$ cat src/rtl/pgmap_pkg.sv
package pgmap_pkg;
  parameter int unsigned VPN_W = 4;
  parameter int unsigned OFF_W = 12;
  parameter int unsigned PFN_W = 3;

  typedef struct packed {
    logic             present;
    logic [PFN_W-1:0] pfn;
  } pte_t;
endpackage

$ cat src/rtl/pgmap_table.sv
module pgmap_table
  import pgmap_pkg::*;
#(
  parameter int unsigned NUM_PAGES = 1 << VPN_W
) (
  input  logic             clk_i,
  input  logic             rst_ni,
  input  logic             wr_en_i,
  input  logic [VPN_W-1:0] wr_vpn_i,
  input  pte_t             wr_pte_i,
  input  logic [VPN_W-1:0] rd_vpn_i,
  output pte_t             rd_pte_o
);
  pte_t tbl_q [NUM_PAGES];

  for (genvar g = 0; g < NUM_PAGES; g++) begin : g_entry
    always_ff @(posedge clk_i or negedge rst_ni) begin
      if (!rst_ni)                                   tbl_q[g] <= '0;
      else if (wr_en_i && wr_vpn_i == VPN_W'(g))     tbl_q[g] <= wr_pte_i;
    end
  end

  // read sees pre-write contents within a cycle
  assign rd_pte_o = tbl_q[rd_vpn_i];

  p_write_lands_r6: assert property (@(posedge clk_i) disable iff (!rst_ni)
    ($past(wr_en_i) && $past(rst_ni)) |-> tbl_q[$past(wr_vpn_i)] == $past(wr_pte_i));
endmodule

$ cat src/rtl/pgmap_xlate.sv
module pgmap_xlate
  import pgmap_pkg::*;
#(
  localparam int unsigned VA_W = VPN_W + OFF_W,
  localparam int unsigned PA_W = PFN_W + OFF_W
) (
  input  logic             clk_i,
  input  logic             rst_ni,
  input  logic             req_i,
  input  logic [VA_W-1:0]  vaddr_i,
  output logic [VPN_W-1:0] vpn_o,
  input  pte_t             pte_i,
  output logic             valid_o,
  output logic             fault_o,
  output logic [PA_W-1:0]  paddr_o,
  output logic [VPN_W-1:0] fault_vpn_o
);
  logic [OFF_W-1:0] off;
  logic             hit, miss;

  assign vpn_o = vaddr_i[VA_W-1:OFF_W];
  assign off   = vaddr_i[OFF_W-1:0];
  assign hit   = req_i &&  pte_i.present;
  assign miss  = req_i && !pte_i.present;

  always_ff @(posedge clk_i or negedge rst_ni) begin
    if (!rst_ni) begin
      valid_o     <= 1'b0;
      fault_o     <= 1'b0;
      paddr_o     <= '0;
      fault_vpn_o <= '0;
    end else begin
      valid_o     <= hit;
      fault_o     <= miss;
      paddr_o     <= hit  ? {pte_i.pfn, off} : '0;
      fault_vpn_o <= miss ? vpn_o : '0;
    end
  end

  p_one_outcome_r2: assert property (@(posedge clk_i) disable iff (!rst_ni)
    !(valid_o && fault_o));
  p_idle_quiet_r4: assert property (@(posedge clk_i) disable iff (!rst_ni)
    !$past(req_i) |-> (!valid_o && !fault_o && paddr_o == '0));
  p_offset_kept_r1: assert property (@(posedge clk_i) disable iff (!rst_ni)
    valid_o |-> paddr_o[OFF_W-1:0] == $past(vaddr_i[OFF_W-1:0]));
  p_fault_page_r3: assert property (@(posedge clk_i) disable iff (!rst_ni)
    fault_o |-> (fault_vpn_o == $past(vaddr_i[VA_W-1:OFF_W]) && paddr_o == '0));
endmodule

$ cat src/rtl/pgmap_top.sv
module pgmap_top
  import pgmap_pkg::*;
(
  input  logic                   clk_i,
  input  logic                   rst_ni,
  input  logic                   wr_en_i,
  input  logic [VPN_W-1:0]       wr_vpn_i,
  input  logic                   wr_present_i,
  input  logic [PFN_W-1:0]       wr_pfn_i,
  input  logic                   req_i,
  input  logic [VPN_W+OFF_W-1:0] vaddr_i,
  output logic                   valid_o,
  output logic                   fault_o,
  output logic [PFN_W+OFF_W-1:0] paddr_o,
  output logic [VPN_W-1:0]       fault_vpn_o
);
  pte_t             wr_pte, rd_pte;
  logic [VPN_W-1:0] rd_vpn;

  assign wr_pte = '{present: wr_present_i, pfn: wr_pfn_i};

  pgmap_table u_table (
    .clk_i, .rst_ni, .wr_en_i, .wr_vpn_i,
    .wr_pte_i (wr_pte),
    .rd_vpn_i (rd_vpn),
    .rd_pte_o (rd_pte)
  );

  pgmap_xlate u_xlate (
    .clk_i, .rst_ni, .req_i, .vaddr_i,
    .vpn_o   (rd_vpn),
    .pte_i   (rd_pte),
    .valid_o, .fault_o, .paddr_o, .fault_vpn_o
  );
endmodule

$ cat config.mk
export PLATFORM = sky130hd
export DESIGN_NAME = pgmap_top
export DESIGN_NICKNAME = d
export VERILOG_FILES = /design/src/rtl/pgmap_pkg.sv /design/src/rtl/pgmap_table.sv /design/src/rtl/pgmap_xlate.sv /design/src/rtl/pgmap_top.sv
export SDC_FILE = /design/constraint.sdc
export NUM_CORES = 1
export LEC_CHECK = 0
export BUFFER_PORTS_ARGS = -buffer_cell sky130_fd_sc_hd__buf_2
export CAP_MARGIN = 20
export CORE_MARGIN = 5
export CORE_UTILIZATION = 45
export DETAILED_ROUTE_END_ITERATION = 6
export PLACE_DENSITY_LB_ADDON = 0.3
export SLEW_MARGIN = 20
export SYNTH_ARGS = -nofsm -noshare
export SYNTH_HDL_FRONTEND = slang
export SYNTH_SLANG_ARGS = --single-unit
$ cat constraint.sdc
create_clock -name clk_i -period 1.2 [get_ports clk_i]
set_input_delay 0.36 -clock clk_i [delete_from_list [all_inputs] [get_ports clk_i]]
set_output_delay 0.36 -clock clk_i [all_outputs]
set_load 0.1 [all_outputs]
Word-level counts from Yosys, hierarchy flattened --
Cells that the tools add are included. Widths: inputs -> output; s select.
Word-level totals: bits in registers 85, bits in latches 0, bits in writable memories 0, ROM bits 0, input port bits 28, output and inout port bits 21, word-level logic and storage cells 78, memories 0
Operators by class: $add $sub $neg 0, multiply operators 0, div/mod/pow operators 0, order comparisons 1, equal/unequal tests 15, shifts and indexed selects 0, mux-type cells 5, bitwise gates (word level) 1, reductions and logical operators 20
Operators by type and width (number):
- $eq 4x4->1 const B | 8
- $logic_and 1x1->1 | 18
- $bmux 4 s4 | 1
- $eq 4x3->1 const B | 4
- $mux 15 | 1
- $mux 4 | 3
- $eq 4x2->1 const B | 2
- $ge 5x5->1 const B | 1
- $not 4->5 | 1
- $eq 4x1->1 const B | 1
- $logic_not 4->1 | 1
- $logic_not 1->1 | 1

Logic depth before layout (Yosys ltp) --
Gate-level depths: netlist of run 1.
word-level depth 7, gate-level depth with buffers 6, mapped depth without buffers 4

By module --
A second synthesis of run 1 with hierarchy kept.
Unflattened totals: cell total of the unflattened synthesis 246, area total of the unflattened synthesis 3761.1 um^2
By module, submodules not included:
- pgmap_table | instances 1, cells an instance 196, area each 3035.4 um^2, sequential area each 1601.5 um^2
- pgmap_xlate | instances 1, cells an instance 50, area each 725.7 um^2, sequential area each 525.5 um^2

Worst setup path before layout of run 1 --
OpenSTA, ideal clock, no wires.
path type input to register, start in vaddr_i[12], end reg u_xlate.paddr_o[12], setup time 0.120 ns, data arrival time 1.405 ns, required time 1.080 ns, setup slack -0.325 ns, stages on the path 5, path buffers 1, path through buf_6 -> mux4_1 -> a22oi_1 -> and3_1 -> a21oi_2
On the way: word-level cells in the longest chain between the ends 6
Ends and longest elaborated chain:
- start, declared | line pgmap_top.sv:11 | input logic [VPN_W+OFF_W-1:0] vaddr_i,
- $not 4->5 (not written as such) (*) | line pgmap_table.sv:24 | assign rd_pte_o = tbl_q[rd_vpn_i];
- $bmux 4 s4 (*) | line pgmap_table.sv:24
- $mux 4 (not written as such) (*) (2 in series) | line pgmap_table.sv:24
- $logic_and 1x1->1 | line pgmap_xlate.sv:23 | assign hit = req_i && pte_i.present;
- $mux 15 (*) | line pgmap_xlate.sv:35 | paddr_o <= hit ? {pte_i.pfn, off} : '0;
- end signal, assigned | line pgmap_xlate.sv:35
- end, declared | line pgmap_xlate.sv:15 | output logic [PA_W-1:0] paddr_o,
Mark *: on every way between the ends. The rest lies on a longest branch, timed or not. The select of a mux whose other input is x is not followed. A chain may end at the register's enable or synchronous reset.

Worst setup path after layout of run 1 --
start reg u_table.tbl_q[44] (netlist name), end reg u_xlate.paddr_o[12]
On the way: word-level cells in the longest chain between the ends 4
Ends and longest elaborated chain:
- start, declared | line pgmap_table.sv:14 | pte_t tbl_q [NUM_PAGES];
- start signal, assigned by index | line pgmap_table.sv:19 | else if (wr_en_i && wr_vpn_i == VPN_W'(g)) tbl_q[g] <= wr_pte_i;
- $bmux 4 s4 | line pgmap_table.sv:24
- $mux 4 (not written as such) (2 in series) | line pgmap_table.sv:24
- $mux 15 | line pgmap_xlate.sv:35
Every way passes these cells. The select of a mux whose other input is x is not followed.

==> flow_summary.json, run 1 <==
{
  "status": "complete, but fails checks",
  "failed_checks": "setup timing",
  "antenna_found_initial": 0,
  "fp.dieW_um": 102,
  "htreeDepth": 3,
  "dp.cells": 433,
  "synth_seq_cells": 85,
  "synthCells": 257,
  "ant_nets": 0,
  "diodes": 0,
  "via_count": 2484,
  "fin_nets": 374,
  "yosysUniqueCellTypes": 27,
  "total_power_mw": 8.37,
  "clock_latency_ns": 0.36,
  "synth_top_area_frac": 0.557,
  "ys_seq_area_frac": 0.557,
  "synthTopCellsByArea": "dfrtp_1 (56%), mux2_2 (19%), mux4_1 (8.3%), mux2i_1 (2.1%), a21boi_2 (1.8%)",
  "p_per_area_mw_per_mm2": 1550,
  "dpl.hpwl_um": 6240,
  "crit_type": "reg -> reg",
  "crit_path_max_incr_delay_ns": 0.48,
  "fin_crit_ns": 1.39,
  "crit_path_max_fanout": 2,
  "slowest_stage": "mux4_2",
  "slew_headroom": 0.774,
  "tightest_slew_ns": 0.337,
  "first_pass_iters": 6,
  "synth_warnings": 0,
  "row_count": 33,
  "place.gp.congestion": 0.763,
  "syn_nets": 285,
  "cts.sinks": 85,
  "routed_wl_um": 8910,
  "max_freq_mhz": 717,
  "drive_above_1_share": 0.709,
  "hold_class": "in -> reg",
  "tns_ns": -5.18,
  "wire_per_inst_um": 19.5,
  "clock_skew_ns": 0.00873,
  "yosysMostFrequentCell": "dfrtp_1",
  "yosys.area_share.simple": 0.0769,
  "fp.dieH_um": 102,
  "drtIter0Drc": 54,
  "synth-compound-area-share": 0.0540,
  "period_share": 1.16,
  "worst_slack_ns": -0.195,
  "peakVddDrop_mv": 0.723,
  "synth_edf_count": 0,
  "ys.flop_type": "dfrtp_1",
  "cp.arrival_ns": 1.64,
  "initial_core_util": 0.463,
  "syn-cell-area_mm2": 0.00382,
  "synth_xor_area_frac": 0,
  "setup-violations-final": 41,
  "port_buffers": 48,
  "track_usage": 0.181,
  "root_buffer": "clkbuf_8",
  "clk_pin_slew_ns": 0.09,
  "muxShareOfSynthArea": 0.292,
  "hold_viol": 0,
  "synth-adder-area-share": 0,
  "remaining_drc_errors": 0,
  "final_cells": 456,
  "core_mm2": 0.00826,
  "cp_cell_sequence": "mux4_2 -> a22oi_2 -> and3_1 -> a21oi_2",
  "cts_tree": "done",
  "whs_ns": 0.239,
  "drv_cap": 0,
  "viasPerCell": 5.45,
  "die_area_mm2": 0.0104,
  "rsz0062_at_grt": "yes",
  "crit_path_end_kind": "flip-flop",
  "synth_top_family_by_area": "multiplexers",
  "yosys-top-cells-count": "dfrtp_1 (85), mux2_2 (64), mux4_1 (12), nor2_1 (12), nand2_1 (10)",
  "worstPathRequired_ns": 1.45,
  "async_flop_share": 1.00,
  "ios": 49,
  "grt_pass1_vias": 2638,
  "cp-start-kind": "flip-flop",
  "gr-total-overflow": 0,
  "synth.avg_cell_area_um2": 14.9,
  "clockBufferDepth": 2,
  "numCtsBuffers": 9,
  "grt_pass1_wl_um": 14200,
  "syn2layout_area_growth_pct": 41.3,
  "power.leakage_nw": 2.34,
  "synth_top_area_cell": "dfrtp_1",
  "drv_slew": 0,
  "grt_max_degree": 36
}
## placed cells by master (no fill, tap or decap), types with 2 or more instances in the layout
master      netlist  final
dfrtp_1          85     66
mux2i_4           0      2
dfrtp_2           0     19
nor2b_1           5      2
nand2b_2          0      2
bufinv_16         0      2
nor2_1           12      4
mux2i_2           0      2
mux4_1           12      4
and3_1            4      3
buf_4             0     27
a22oi_2           2      7
nand3_1           4      3
mux2_2           64     51
nand3b_1          4      4
nand2_1          10     10
buf_6             4      7
or3_4             0      3
nor2_2            0      3
mux4_2            0      8
clkinvlp_4        0      2
nor2b_2           0      2
mux2i_1           8      4
buf_12            0     27
a21boi_2          6     12
mux2_4            0     13
nor2_4            0      5
a21oi_2           3      3
clkbuf_8          0      9
nor3_2            0      3
buf_2             2     25
inv_6             0      2
## sequential cells by signal (all words and copies together) (netlist names)
signal,cells
u_xlate.valid_o,1
u_table.tbl_q,64
u_xlate.paddr_o,15
u_xlate.fault_vpn_o,4
u_xlate.fault_o,1
## per-stage QoR
stage	instance area, um^2	setup slack (ns)	util
3_3_place_gp	4930	-0.600	0.598
2_1_floorplan	4030	-0.229	-
5_1_grt	5400	-0.256	0.654
3_5_place_dp	4930	-0.616	0.598
4_1_cts	5310	-0.206	0.643
6_report	5400	-0.195	0.654
## critical path, delay by kind of cell, from the launching register on
family	cells	cell delay, ns
mux	1	0.48
simple gates	1	0.19
compound gates	2	0.21
flops	1	0.40
## metal layers
| metal | vias up | GRT usage | wire (um) |
|---|---|---|---|
| li1 | 1122 | - | - |
| met1 | 1277 | 0.235 | 3770 |
| met2 | 68 | 0.300 | 4390 |
| met3 | 17 | 0.0423 | 528 |
| met4 | 0 | 0.0626 | 223 |
| met5 | - | 0 | 0 |
## final timing paths
path	from	endpoint	slack, ns	depth (start not counted)
min in group asynchronous	rst_ni	u_xlate.paddr_o[9]	0.41	2
worst max-delay path	u_table.tbl_q[44]	u_xlate.paddr_o[12]	-0.19	4
max in group asynchronous	rst_ni	u_table.tbl_q[45]	0.31	3
worst max register to register	u_table.tbl_q[44]	u_xlate.paddr_o[12]	-0.19	4
worst min register to register	u_table.tbl_q[37]	u_table.tbl_q[37]	0.51	1
worst min-delay path	vaddr_i[10]	u_xlate.paddr_o[10]	0.24	2
## final cells by class
| cell class | count | area (um^2) |
|---|---|---|
| fill | 602 | 2860 |
| tap | 105 | 131 |
| clock inverter | 7 | 97.6 |
| sequential | 85 | 2150 |
| multi-input combinational | 160 | 1850 |
| clock buffer | 9 | 124 |
| timing repair buffer | 90 | 1040 |
## where the power goes
group          switching, mW  internal (mW)
clock                   1.09           1.18
combinational           1.06           1.25
sequential             0.357           3.43
## kinds of logic after synthesis
group | after synthesis
AOI/OAI and AO/OA | 23
buffers and inverters | 12
DFF | 85
muxes | 84
and+or+nand+nor | 53
## what timing repair did
action	CTS	global route
endpoints found under the setup margin	49	47
hold buffers	1	0
hold endpoints to repair	17	0
setup buffers	0	4
cloned	2	1
resized for setup	28	11
pin swaps	9	12
Note: power is estimated with default switching activity, not from simulation.
==> run 2, diff against run 1 <==
- SETUP_SLACK_MARGIN: not set -> 0.4
==> run 2 against run 1 <==
  * The run ends with hold timing, setup timing left
  * Utilization up 4.6 points
  * Combinational power up 17%
  * Critical path depth unchanged
  * Flip-flop and latch count unchanged
  * Die area unchanged
  * Register-to-register slack about the same
  * Power up 5.5%
  * Maximum frequency down 0.71%
  * Via count up 4.2%
  * Hold slack worse by 0.40 ns
  * Sequential share of layout area down 1.7 points
  * Critical path type unchanged
  * Critical endpoint unchanged
==> flow_summary.json, run 2 (synthesis results as in run 1) <==
{
  "status": "complete, but fails checks",
  "failed_checks": "hold timing, setup timing",
  "routed_wl_um": 9350,
  "period_share": 1.17,
  "preCtsSetupSlack_ns": -0.548,
  "viasPerCell": 5.49,
  "post-route-util": 0.700,
  "grt_pass1_vias": 2685,
  "place.gp.congestion": 0.784,
  "worstPathRequired_ns": 1.46,
  "largest_reg_flops": 64,
  "ant_nets": 0,
  "cp.arrival_ns": 1.66,
  "remaining_drc_errors": 0,
  "cts_tree": "done",
  "rsz0062_at_grt": "yes",
  "port_buffers": 48,
  "max_freq_mhz": 712,
  "track_usage": 0.197,
  "cp-start-kind": "flip-flop",
  "initial_core_util": 0.463,
  "fillers": 561,
  "clk_pin_slew_ns": 0.09,
  "drv_cap": 0,
  "crit_path_end_kind": "flip-flop",
  "slew_headroom": 0.743,
  "clockPowerShare": 0.260,
  "ios": 49,
  "p_seq_frac": 0.434,
  "hold_viol": 14,
  "fin_crit_ns": 1.40,
  "drv_slew": 0,
  "hold_class": "in -> async",
  "clock_skew_ns": 0.0112,
  "die_area_mm2": 0.0104,
  "peakVddDrop_mv": 0.874,
  "crit_path_max_fanout": 2,
  "p_sw_mw": 2.61,
  "worst_slack_ns": -0.205,
  "total_power_mw": 8.83,
  "top_layer": "met4",
  "whs_ns": -0.157,
  "antenna_found_initial": 0,
  "grt_max_degree": 37,
  "via_count": 2588,
  "combPwrFrac": 0.305,
  "routed-wl-met2_um": 4620,
  "cts.sinks": 85,
  "reg_top3": "u_table.tbl_q (64), u_xlate.paddr_o (15), u_xlate.fault_vpn_o (4)",
  "syn2layout_area_growth_pct": 51.3,
  "fin_nets": 389,
  "root_buffer": "clkbuf_8",
  "wl_met1_um": 4120,
  "row_count": 33,
  "drive_above_1_share": 0.727,
  "clock_latency_ns": 0.37,
  "power.leakage_nw": 2.60,
  "p_int_mw": 6.21,
  "fp.dieW_um": 102,
  "final_cell_mix": "mux2_4 (64), dfrtp_1 (64), buf_4 (40)",
  "wl_met3_um": 495,
  "core_mm2": 0.00826,
  "setup-violations-final": 47,
  "diodes": 0,
  "tightest_slew_ns": 0.386,
  "fp.dieH_um": 102,
  "numCtsBuffers": 9,
  "crit_type": "reg -> reg",
  "first_pass_iters": 4,
  "switching_share": 0.296,
  "wire_per_inst_um": 19.9,
  "clockBufferDepth": 2,
  "gr-total-overflow": 0,
  "htreeDepth": 3,
  "grt_pass1_wl_um": 15100,
  "p_per_area_mw_per_mm2": 1530,
  "dpl.hpwl_um": 6160,
  "top_register": "u_table.tbl_q",
  "drtIter0Drc": 137
}
[run 2: cell types whose count changed in the layout (fill, tap and decap cells not counted), moves of 3 or more]
cell,delta
mux2_2,-51
nand2_1,-3
buf_6,+3
buf_4,+13
nor2_2,-3
dfrtp_2,-19
nor2_4,+3
mux2_4,+51
dfrtp_4,+21
[run 2: metal layers]
metal  global-route usage  vias up
met3               0.0334        9
met1                0.264     1336
li1                     -     1156
met2                0.322       87
met4               0.0757        0
met5                    0        -
[run 2: final timing paths]
| kind | from | to | slack, ns | cells after the start |
|---|---|---|---|---|
| worst max-delay path | u_table.tbl_q[56] | u_xlate.paddr_o[12] | -0.20 | 4 |
| worst min-delay path | rst_ni | u_xlate.paddr_o[0] | -0.16 | 1 |
| worst max register to register | u_table.tbl_q[56] | u_xlate.paddr_o[12] | -0.20 | 4 |
| worst min register to register | u_table.tbl_q[14] | u_table.tbl_q[14] | 0.51 | 1 |
| max in group asynchronous | rst_ni | u_table.tbl_q[49] | 0.89 | 2 |
| min in group clk_i | vaddr_i[10] | u_xlate.paddr_o[10] | 0.22 | 2 |
[run 2: timing repair]
action | CTS | global route
resized for setup | 71 | 11
hold endpoints to repair | 14 | 14
setup endpoints to repair | 106 | 106
pin swaps | 19 | 24
buffers inserted | 6 | 9
cloned | 1 | 0
[run 2: final cells by class]
type	count	area, um^2	area share
sequential	85	2210	0.382
tap	105	131	0.0227
clock buffer	10	128	0.0221
timing repair buffer	105	1150	0.199
clock inverter	6	93.8	0.0162
multi-input combinational	160	2070	0.359
[run 2: power by group through the flow]
stage / clock network [mW] / registers, mW / logic, mW
after floorplan: 0 / 4.12 / 1.10
after global placement: 0 / 3.82 / 2.24
after detailed placement: 0 / 3.85 / 2.30
after CTS: 2.32 / 3.81 / 2.60
after global routing: 2.44 / 3.89 / 2.83
final: 2.30 / 3.83 / 2.70
[run 2: critical path, stage by stage, from the launching register on]
cell	delay [ns]
dfrtp_1	0.41
mux4_2	0.49
a22oi_2	0.16
and3_1	0.19
a21oi_2	0.04
[run 2: per-stage QoR]
stage	cells	setup TNS (ns)	cell area, um^2
floorplan	257	-7.19	4180
global placement	439	-26.59	5140
detailed placement	439	-28.15	5140
CTS	462	-6.76	5670
global route	471	-8.30	5780
finish	471	-6.36	5780
==> run 3, diff against run 2 <==
- BUFFER_PORTS_ARGS: -buffer_cell sky130_fd_sc_hd__buf_2 -> not set
- DONT_BUFFER_PORTS: not set -> 1
==> run 3 against run 2 <==
  * The flow still finishes with violations (hold timing, setup timing)
  * Non-clock buffer count decreased by 70
  * Clock power down 16%
  * Final cell count fell by 15%
  * Wire length decreased by 8.2%
  * Critical path type unchanged
==> flow_summary.json, run 3 (synthesis results as in run 1) <==
{
  "status": "complete, but fails checks",
  "failed_checks": "hold timing, setup timing",
  "die_area_mm2": 0.0104,
  "core_mm2": 0.00826,
  "peakVddDrop_mv": 0.979,
  "fin_area_mm2": 0.00492,
  "diodes": 0,
  "power.leakage_nw": 2.18,
  "numCtsBuffers": 9,
  "cp.arrival_ns": 1.66,
  "crit_type": "reg -> reg",
  "row_count": 33,
  "cp-start-kind": "flip-flop",
  "viasPerCell": 5.71,
  "fin_nets": 319,
  "gr-total-overflow": 0,
  "syn2layout_area_growth_pct": 28.7,
  "crit_path_end_kind": "flip-flop",
  "preCtsSetupSlack_ns": -0.265,
  "fp.dieW_um": 102,
  "drv_slew": 0,
  "p_per_area_mw_per_mm2": 1610,
  "remaining_drc_errors": 0,
  "grt_pass1_vias": 2558,
  "top_register": "u_table.tbl_q",
  "cp_cell_sequence": "mux4_2 -> a22oi_2 -> and3_4 -> a21oi_2",
  "final_cell_mix": "dfrtp_1 (64), mux2_4 (63), dfrtp_4 (21)",
  "cts.sinks": 85,
  "cts_tree": "done",
  "clock_skew_ns": 0.0116,
  "slowest_stage": "mux4_2",
  "max_freq_mhz": 708,
  "whs_ns": -0.320,
  "drv_cap": 0,
  "ios": 49,
  "antenna_found_initial": 0,
  "worst_slack_ns": -0.211,
  "post-route-util": 0.595,
  "root_buffer": "clkbuf_8",
  "first_pass_iters": 4,
  "hold_class": "in -> async",
  "largest_reg_flops": 64,
  "place_area_mm2": 0.00443,
  "grt_max_degree": 86,
  "ant_nets": 0,
  "crit_path_max_fanout": 2,
  "drive_above_1_share": 0.649,
  "initial_core_util": 0.463,
  "hold_viol": 85,
  "reg_top3": "u_table.tbl_q (64), u_xlate.paddr_o (15), u_xlate.fault_vpn_o (4)",
  "worstPathRequired_ns": 1.45,
  "crit_path_max_incr_delay_ns": 0.51,
  "setup-violations-final": 41,
  "port_buffers": 0,
  "fin_crit_ns": 1.41,
  "track_usage": 0.176,
  "place.gp.congestion": 0.772,
  "htreeDepth": 3,
  "wire_per_inst_um": 21.4,
  "period_share": 1.18,
  "clockBufferDepth": 2,
  "clk_pin_slew_ns": 0.10,
  "via_count": 2290,
  "dpl.hpwl_um": 5500,
  "fp.dieH_um": 102,
  "routed_wl_um": 8590,
  "clock_latency_ns": 0.36,
  "rsz0062_at_grt": "yes",
  "tightest_slew_ns": 0.357,
  "slew_headroom": 0.761,
  "drtIter0Drc": 95,
  "grt_pass1_wl_um": 13700,
  "final_common_cell": "dfrtp_1"
}
run 3: final cells by class:
class	count	area, um^2
clock buffers	10	138
clock inverters	6	51.3
fillers	618	3340
multi-input cells	160	2040
flip-flops and latches	85	2210
well taps	105	131
repair buffers	35	349
run 3: stage by stage:
step / power, mW / cells / setup TNS, ns
after floorplan: 5.22 / 257 / -7.19
after global placement: 5.60 / 378 / -9.65
after detailed placement: 5.66 / 378 / -10.63
after CTS: 7.90 / 397 / -5.82
after global routing: 8.25 / 401 / -7.51
final: 7.90 / 401 / -5.27
run 3: final timing paths:
path / start / end / slack, ns / cells after the start
worst max-delay path: u_table.tbl_q[40] / u_xlate.paddr_o[12] / -0.21 / 4
worst min-delay path: rst_ni / u_xlate.valid_o / -0.32 / 0
worst min register to register: u_table.tbl_q[36] / u_table.tbl_q[36] / 0.51 / 1
worst max register to register: u_table.tbl_q[40] / u_xlate.paddr_o[12] / -0.21 / 4
max in group asynchronous: rst_ni / u_xlate.paddr_o[5] / 1.38 / 0
min in group clk_i: vaddr_i[15] / u_xlate.fault_vpn_o[3] / 0.12 / 2
run 3: routing by layer:
metal / global-route usage / part of all wire / up-vias
met3: 0.0560 / 0.061 / 12
met4: 0.0686 / 0.016 / 0
met2: 0.267 / 0.46 / 61
li1: - / - / 1012
met1: 0.235 / 0.47 / 1205
met5: 0 / 0 / -
run 3: worst max-delay path: cells and delay by family (launching register included):
kind / cells / cell delay, ns
DFF: 1 / 0.38
muxes: 1 / 0.51
AOI/OAI and AO/OA: 2 / 0.21
and+or+nand+nor: 1 / 0.21
run 3: power by group:
part | internal (mW) | switching, mW
clock | 0.842 | 1.09
sequential | 3.46 | 0.742
combinational | 1.27 | 0.492
run 3: timing repair:
item                       in CTS  in global routing
buffers inserted                3                  4
setup endpoints to repair     106                106
pin swaps                      16                 12
gates resized for setup        57                 11
hold endpoints to repair       85                 85
